### src/rtl/tcm_arb_pkg.sv
package tcm_arb_pkg;
  typedef enum logic [1:0] {
    SRC_IDLE = 2'd0,
    SRC_CPU  = 2'd1,
    SRC_DMA  = 2'd2,
    SRC_CAP  = 2'd3
  } src_e;
endpackage

### src/rtl/tcm_arb_ctrl.sv
module tcm_arb_ctrl
  import tcm_arb_pkg::*;
(
  input  logic clk,
  input  logic rst_n,
  input  logic cpu_req,
  input  logic cpu_seq,
  input  logic dma_req,
  output src_e src,
  output logic cpu_wait,
  output logic cap_load,
  output logic cpu_done
);
  logic cap_valid_q, cap_valid_d;
  logic force_ns_q, force_ns_d;
  logic ns_done_q, ns_done_d;
  logic treat_nseq;

  // loopback of the sequential flag, overridden after DMA activity
  assign treat_nseq = !cpu_seq || force_ns_q;

  always_comb begin
    src         = SRC_IDLE;
    cpu_wait    = 1'b0;
    cap_load    = 1'b0;
    cpu_done    = 1'b0;
    cap_valid_d = cap_valid_q;
    force_ns_d  = force_ns_q;
    ns_done_d   = 1'b0;
    if (dma_req) begin
      src        = SRC_DMA;
      cpu_wait   = cpu_req;
      force_ns_d = 1'b1;
      if (cpu_req && !cap_valid_q) begin
        cap_load    = 1'b1;
        cap_valid_d = 1'b1;
      end
    end else if (cap_valid_q) begin
      src         = SRC_CAP;
      cpu_done    = 1'b1;
      cap_valid_d = 1'b0;
      force_ns_d  = 1'b0;
    end else if (cpu_req) begin
      if (treat_nseq && !ns_done_q) begin
        cpu_wait  = 1'b1;
        ns_done_d = 1'b1;
      end else begin
        src        = SRC_CPU;
        cpu_done   = 1'b1;
        force_ns_d = 1'b0;
      end
    end
  end

  always_ff @(posedge clk or negedge rst_n) begin
    if (!rst_n) begin
      cap_valid_q <= 1'b0;
      force_ns_q  <= 1'b0;
      ns_done_q   <= 1'b0;
    end else begin
      cap_valid_q <= cap_valid_d;
      force_ns_q  <= force_ns_d;
      ns_done_q   <= ns_done_d;
    end
  end
endmodule

### src/rtl/tcm_arb_capture.sv
module tcm_arb_capture #(
  parameter int ADDR_W = 18,
  parameter int DATA_W = 32,
  localparam int BE_W  = DATA_W / 8
) (
  input  logic              clk,
  input  logic              rst_n,
  input  logic              load,
  input  logic [ADDR_W-1:0] addr_i,
  input  logic [BE_W-1:0]   be_i,
  input  logic              wr_i,
  input  logic [DATA_W-1:0] wdata_i,
  output logic [ADDR_W-1:0] addr_q,
  output logic [BE_W-1:0]   be_q,
  output logic              wr_q,
  output logic [DATA_W-1:0] wdata_q
);
  always_ff @(posedge clk or negedge rst_n) begin
    if (!rst_n) begin
      addr_q  <= '0;
      be_q    <= '0;
      wr_q    <= 1'b0;
      wdata_q <= '0;
    end else if (load) begin
      addr_q  <= addr_i;
      be_q    <= be_i;
      wr_q    <= wr_i;
      wdata_q <= wdata_i;
    end
  end
endmodule

### src/rtl/tcm_arb_mux.sv
module tcm_arb_mux
  import tcm_arb_pkg::*;
#(
  parameter int ADDR_W = 18,
  parameter int DATA_W = 32,
  localparam int BE_W  = DATA_W / 8
) (
  input  src_e              src,
  input  logic              cpu_done,
  input  logic [ADDR_W-1:0] cpu_addr,
  input  logic [BE_W-1:0]   cpu_be,
  input  logic              cpu_wr,
  input  logic [DATA_W-1:0] cpu_wdata,
  input  logic [ADDR_W-1:0] dma_addr,
  input  logic [BE_W-1:0]   dma_be,
  input  logic              dma_wr,
  input  logic [DATA_W-1:0] dma_wdata,
  input  logic [ADDR_W-1:0] cap_addr,
  input  logic [BE_W-1:0]   cap_be,
  input  logic              cap_wr,
  input  logic [DATA_W-1:0] cap_wdata,
  input  logic [DATA_W-1:0] mem_rdata,
  output logic              mem_ce,
  output logic              mem_we,
  output logic [BE_W-1:0]   mem_be,
  output logic [ADDR_W-1:0] mem_addr,
  output logic [DATA_W-1:0] mem_wdata,
  output logic [DATA_W-1:0] cpu_rdata,
  output logic [DATA_W-1:0] dma_rdata
);
  always_comb begin
    mem_ce    = 1'b1;
    mem_we    = 1'b0;
    mem_be    = '0;
    mem_addr  = '0;
    mem_wdata = '0;
    unique case (src)
      SRC_CPU: begin
        mem_we = cpu_wr; mem_be = cpu_be; mem_addr = cpu_addr; mem_wdata = cpu_wdata;
      end
      SRC_DMA: begin
        mem_we = dma_wr; mem_be = dma_be; mem_addr = dma_addr; mem_wdata = dma_wdata;
      end
      SRC_CAP: begin
        mem_we = cap_wr; mem_be = cap_be; mem_addr = cap_addr; mem_wdata = cap_wdata;
      end
      default: mem_ce = 1'b0;
    endcase
  end

  assign cpu_rdata = cpu_done ? mem_rdata : '0;
  assign dma_rdata = (src == SRC_DMA) ? mem_rdata : '0;
endmodule

### src/rtl/tcm_dma_arbiter.sv
module tcm_dma_arbiter #(
  parameter int ADDR_W = 18,
  parameter int DATA_W = 32,
  localparam int BE_W  = DATA_W / 8
) (
  input  logic              clk,
  input  logic              rst_n,
  input  logic              cpu_req,
  input  logic              cpu_seq,
  input  logic              cpu_wr,
  input  logic [ADDR_W-1:0] cpu_addr,
  input  logic [BE_W-1:0]   cpu_be,
  input  logic [DATA_W-1:0] cpu_wdata,
  output logic [DATA_W-1:0] cpu_rdata,
  output logic              cpu_wait,
  input  logic              dma_req,
  input  logic              dma_wr,
  input  logic [ADDR_W-1:0] dma_addr,
  input  logic [BE_W-1:0]   dma_be,
  input  logic [DATA_W-1:0] dma_wdata,
  output logic [DATA_W-1:0] dma_rdata,
  output logic              mem_ce,
  output logic              mem_we,
  output logic [BE_W-1:0]   mem_be,
  output logic [ADDR_W-1:0] mem_addr,
  output logic [DATA_W-1:0] mem_wdata,
  input  logic [DATA_W-1:0] mem_rdata
);
  tcm_arb_pkg::src_e src;
  logic              cap_load, cpu_done;
  logic [ADDR_W-1:0] cap_addr;
  logic [BE_W-1:0]   cap_be;
  logic              cap_wr;
  logic [DATA_W-1:0] cap_wdata;

  tcm_arb_ctrl i_ctrl (
    .clk(clk), .rst_n(rst_n), .cpu_req(cpu_req), .cpu_seq(cpu_seq),
    .dma_req(dma_req), .src(src), .cpu_wait(cpu_wait),
    .cap_load(cap_load), .cpu_done(cpu_done)
  );

  tcm_arb_capture #(.ADDR_W(ADDR_W), .DATA_W(DATA_W)) i_cap (
    .clk(clk), .rst_n(rst_n), .load(cap_load),
    .addr_i(cpu_addr), .be_i(cpu_be), .wr_i(cpu_wr), .wdata_i(cpu_wdata),
    .addr_q(cap_addr), .be_q(cap_be), .wr_q(cap_wr), .wdata_q(cap_wdata)
  );

  tcm_arb_mux #(.ADDR_W(ADDR_W), .DATA_W(DATA_W)) i_mux (
    .src(src), .cpu_done(cpu_done),
    .cpu_addr(cpu_addr), .cpu_be(cpu_be), .cpu_wr(cpu_wr), .cpu_wdata(cpu_wdata),
    .dma_addr(dma_addr), .dma_be(dma_be), .dma_wr(dma_wr), .dma_wdata(dma_wdata),
    .cap_addr(cap_addr), .cap_be(cap_be), .cap_wr(cap_wr), .cap_wdata(cap_wdata),
    .mem_rdata(mem_rdata), .mem_ce(mem_ce), .mem_we(mem_we), .mem_be(mem_be),
    .mem_addr(mem_addr), .mem_wdata(mem_wdata),
    .cpu_rdata(cpu_rdata), .dma_rdata(dma_rdata)
  );
endmodule

### config.mk
export PLATFORM = sky130hd
export DESIGN_NAME = tcm_dma_arbiter
export DESIGN_NICKNAME = d
export VERILOG_FILES = /design/src/rtl/tcm_arb_pkg.sv /design/src/rtl/tcm_arb_ctrl.sv /design/src/rtl/tcm_arb_capture.sv /design/src/rtl/tcm_arb_mux.sv /design/src/rtl/tcm_dma_arbiter.sv
export SDC_FILE = /design/constraint.sdc
export NUM_CORES = 1
export LEC_CHECK = 0
export BUFFER_PORTS_ARGS = -buffer_cell sky130_fd_sc_hd__buf_2
export CAP_MARGIN = 15
export CORE_AREA = 2 2 103 105
export DETAILED_ROUTE_END_ITERATION = 12
export DIE_AREA = 0 0 105 107
export HOLD_SLACK_MARGIN = 0.15
export PLACE_DENSITY = 0.84
export SLEW_MARGIN = 20
export SYNTH_ARGS = -nofsm -noshare
export SYNTH_HDL_FRONTEND = slang
export SYNTH_SLANG_ARGS = --single-unit
### constraint.sdc
create_clock -name clk -period 1.93 [get_ports clk]
set_clock_uncertainty 0.2 [all_clocks]
set_input_delay 0.193 -clock clk [delete_from_list [all_inputs] [get_ports clk]]
set_output_delay 0.193 -clock clk [all_outputs]
set_load 0.05 [all_outputs]
After elaboration in Yosys (flattened, before gate mapping) --
Cells that the tools add are included.
Storage, ports and cells: word-level logic and storage cells 49, output and inout port bits 121, input bits 147, register bits 58
Operators by class: equality and inequality tests 5, multiplexer cells 28, reductions and logical operators 9
Operators by type and width (number):
- 32-bit one-hot mux with 3 select lines | 1
- 32-bit 2-to-1 mux | 2
- 18-bit one-hot mux with 3 select lines | 1
- 1-bit 2-to-1 mux | 19
- 4-bit one-hot mux with 3 select lines | 1
- 2-bit 2-to-1 mux | 3
- 2-bit equality test, second input constant | 2
- 1-bit logical NOT | 3
- 3-bit by 2-bit != test with 1-bit output, second input constant | 1
- 1-bit one-hot mux with 3 select lines | 1
- 3-bit nonzero test | 1
- 3-bit OR reduction | 1
- 2-bit by 1-bit equality test with 1-bit output, second input constant | 1
- 1-bit logical AND | 2
- 2-bit by 1-bit != test with 1-bit output, second input constant | 1
- 2-bit AND reduction | 1
- 1-bit logical OR | 1

Depth between registers and ports, before layout --
depth after elaboration 10, mapped depth 5, gate-level depth less buffers 3

Hierarchy --
Synthesis repeated with hierarchy kept, for this count alone.
Second synthesis, totals: cells, all modules 334, area, all modules 4281.6 um^2
Modules (own cells, without submodules):
- tcm_arb_capture | sequential area each 1376.3 um^2, area each 2294.7 um^2, instances 1, cells each 116
- tcm_arb_mux | sequential area each 0.0 um^2, area each 1809.2 um^2, instances 1, cells each 201
- tcm_arb_ctrl | sequential area each 75.1 um^2, area each 177.7 um^2, instances 1, cells each 17

Least setup slack after synthesis --
Ideal clock, no wire load.
kind register to output, start reg i_ctrl.cap_valid_q, end out mem_addr[0], arrival time 1.630 ns, path slack -0.093 ns, stages on the path, launching flop included 5, required time 1.537 ns, path buffers 1, cells stage by stage dfrtp_1 -> or3b_1 -> a21oi_4 -> buf_6 -> a21o_1
On the way: word-level cells in the longest chain between the ends 4, elaborated cells between the ends (all ways) 6, classes of those cells eq/ne (3); mux (3)
Ends and longest elaborated chain:
- start, declared | RTL line tcm_arb_ctrl.sv:14 | logic cap_valid_q, cap_valid_d;
- start signal, assigned | RTL line tcm_arb_ctrl.sv:61 | cap_valid_q <= cap_valid_d;
- 2-bit 2-to-1 mux * | RTL line tcm_arb_ctrl.sv:38 | end else if (cap_valid_q) begin
- 2-bit 2-to-1 mux * | RTL line tcm_arb_ctrl.sv:30 | if (dma_req) begin
- 2-bit equality test or 2-bit by 1-bit equality test with 1-bit output (tied branches) | RTL line tcm_arb_mux.sv:37 | unique case (src)
- 18-bit one-hot mux with 3 select lines * | RTL line tcm_arb_mux.sv:37
- end, declared | RTL line tcm_dma_arbiter.sv:25 | output logic [ADDR_W-1:0] mem_addr,
Every way passes the cells marked *; elsewhere a longest branch is shown, timed or not.

Worst setup path after layout --
start reg i_ctrl.cap_valid_q, end out mem_wdata[19]
On the way: word-level cells in the longest chain between the ends 4, elaborated cells between the ends (all ways) 6, classes of those cells eq/ne (3); mux (3)
Ends and longest elaborated chain:
- 2-bit 2-to-1 mux * | RTL line tcm_arb_ctrl.sv:38
- 2-bit 2-to-1 mux * | RTL line tcm_arb_ctrl.sv:30
- 2-bit equality test or 2-bit by 1-bit equality test with 1-bit output (tied branches) | RTL line tcm_arb_mux.sv:37
- 32-bit one-hot mux with 3 select lines * | RTL line tcm_arb_mux.sv:37
- end, declared | RTL line tcm_dma_arbiter.sv:26 | output logic [DATA_W-1:0] mem_wdata,
Marked as above.

==> key figures <==
Run status
  – Status: complete, but fails checks
  – Failing checks: negative setup slack

Drt
  – Vias per inst: 5.21
  – Vias: ~4300
  – Final WL: 15.9 mm
  – Final ANT Viol Nets: 0
  – DRC viols: 0
  – DR pass1 iterations: 5
  – 1st-iter DRT viols: approximately 200
  – WL/cell: 19.5 um

Power
  – Max rail drop VDD: 456 uV
  – PwrDens: about 700 mW/mm^2
  – Leak: 3.66 nW

Setup path
  – WP data required: 1.54 ns
  – Setup Crit Path Kind: reg -> out
  – Critical Path End Type: output pin
  – CP arrival: 1.91 ns
  – Setup crit start kind: register
  – CP max FO: 5

Floorplanning
  – Initial Utilization: 36.0%
  – Top Ports: approximately 270
  – Die H: 107 um
  – DIE AREA: 0.0112 mm^2
  – # rows: 37
  – Core Box Area: slightly above 0.01 mm^2
  – Die W: 105 um

STA
  – Final Max Tran Viols: 0
  – Peak Freq: 433 MHz
  – TNS Setup: -22.39 ns
  – Worst setup margin: -0.378 ns
  – Slew headroom: 61.6%
  – Final Critical Period: 2.31 ns
  – Hold slack final: about 0.19 ns
  – Worst Tran Pin Value: around 0.58 ns
  – Fin. Hold Viols: 0
  – Final worst-path cycle share: 120%
  – RSZ-0062 raised after global routing: true
  – Final Setup Violations: between 80 and 90

Global route
  – Number of global-route vias before repair: 4543
  – Total gr overflow: 0
  – Largest net degree at the start of global routing: 56
  – Total track usage: roughly 26%
  – First-pass GRT wire length: 22.7 mm
  – Initial antenna violation count: 6

Synthesis
  – Gate Count Post-Synth: 334
  – Synth Flop Type: dfrtp_1
  – Cell Area, Synth: between 0.003 and 0.004 mm^2
  – Synth top area share: 40.0%
  – Synth warn: 0
  – Synth top cells by count: and2_1, dfrtp_1, a21o_1, a22o_1, mux2_2
  – Synth async-reset ratio: 100%
  – FF+latch count, synth: 58
  – Synth area leaders: dfrtp_1, mux2_2, a22o_1
  – Post-synthesis net count: 481
  – Syn Area/Cell: 10.9 um^2
  – Most frequent cell after synthesis: and2_1
  – Yosys top cell by area: dfrtp_1
  – EDFF count, synth: 0
  – Register area share after synthesis: about two fifths
  – Netlist cell types: 21

Hold path
  – Hold crit path type: in -> reg

Placed design
  – GPL Wtd Cong: roughly 0.95
  – Area post-placement: approximately 0.0053 mm^2
  – Dpl hpwl: 9.04 mm
  – Number of port buffers: approximately 270

CTS
  – Root Driver: clkbuf_8
  – CTS tree: yes
  – Clk_lat worst skew: 0.32 ns
  – Sink Count: 58
  – Clk buf depth: 2
  – Htree depth: 3
  – Clock transition at path regs: 0.06 ns
  – TritonCTS Buffers: 9

Cells and area
  – Post-route cell area: 0.00718 mm^2
  – Area Overhead vs Synth: 97.7%
  – Share of layout cells above drive strength 1: 67.2%
  – Core Util, Final: 71.1%
  – Final nets: 817

Flow run
  – Maxcap violations: 0
==> report_power, final <==
group	internal (mW)	total [mW]	switching, mW
combinational	1.02	2.21	1.19
clock	0.694	1.16	0.471
sequential	1.44	1.57	0.132
==> logic make-up (layout without fill, tap and decap cells) <==
group | count (synthesis) | count (layout) | synth area share [%]
buf+inv | 31 | 371 | 4.45
compound gates | 115 | 115 | 25.9
mux | 55 | 55 | 17.1
flops | 58 | 58 | 40.0
simple gates | 75 | 75 | 12.6
other cells | 0 | 6 | 0
==> worst paths after layout <==
kind | from | endpoint | slack [ns] | depth (start not counted)
max reg2reg | i_ctrl.cap_valid_q$_DFFE_PN0P_ | i_ctrl.ns_done_q$_DFF_PN0_ | 0.23 | 3
max | i_ctrl.cap_valid_q$_DFFE_PN0P_ | mem_wdata[19] | -0.38 | 7
min | cpu_req | i_ctrl.force_ns_q$_DFFE_PN0P_ | 0.19 | 4
min in group asynchronous | rst_n | i_cap.wdata_q[15]$_DFFE_PN0P_ | 0.20 | 2
max in group asynchronous | rst_n | i_cap.wdata_q[20]$_DFFE_PN0P_ | 0.72 | 3
min reg2reg | i_cap.wdata_q[0]$_DFFE_PN0P_ | i_cap.wdata_q[0]$_DFFE_PN0P_ | 0.31 | 1
==> stage by stage <==
stage	std cells	setup slack (ns)	power, mW
floorplan	334	0.0134	2.76
global placement	722	-0.0359	3.24
detailed placement	722	-0.0637	3.28
CTS	805	-0.364	4.84
global route	816	-0.421	5.13
finish	816	-0.378	4.95
==> routing by layer <==
layer / vias to the layer above / track usage [%] / routed length, um
met1: 2040 / 26.0 / 5660
met2: 258 / 48.1 / 8480
met4: 0 / 15.5 / 788
li1: 1898 / - / -
met5: - / 0 / 0
met3: 59 / 5.29 / 989
==> final cells by class <==
type | count | area [um^2]
fillers | 684 | 2920
clock buffers | 13 | 169
inverters | 2 | 7.51
repair buffers | 354 | 3090
well taps | 136 | 170
multi-input cells | 245 | 2240
flip-flops and latches | 58 | 1450
clock inverters | 2 | 35.0
diodes | 6 | 15.0
==> cells in the final DEF (no fill, tap or decap), drive strengths merged, types with 2 or more instances in the layout <==
cell type / synthesis / final
a21o: 55 / 55
a21oi: 2 / 2
a22o: 55 / 55
and2: 64 / 64
buf: 12 / 292
clkbuf: 17 / 15
dfrtp: 58 / 58
diode: 0 / 6
dlygate4sd3: 0 / 60
inv: 2 / 2
mux2: 55 / 55
nand2: 2 / 2
nor2: 3 / 3
nor2b: 3 / 3
==> critical path: stages, from the launching register on <==
cell,delay [ns]
dfrtp_1,0.37
or3b_4,0.39
a21oi_4,0.16
buf_12,0.13
buf_12,0.12
buf_16,0.12
a21o_1,0.14
buf_6,0.16
==> flip-flops by register name, summed over array words and instances, names as in the netlist <==
signal / flops
i_cap.be_q: 4
i_cap.wdata_q: 32
i_ctrl.force_ns_q: 1
i_ctrl.ns_done_q: 1
i_ctrl.cap_valid_q: 1
i_cap.addr_q: 18
i_cap.wr_q: 1
==> what timing repair did <==
action	4_1_cts	5_1_grt
pin swaps	20	13
gates cloned	5	3
setup buffers	3	2
setup endpoints to repair	88	88
hold buffers	60	0
hold endpoints to repair	116	0
resized for setup	231	29
Power figures use the tool's default switching activity.
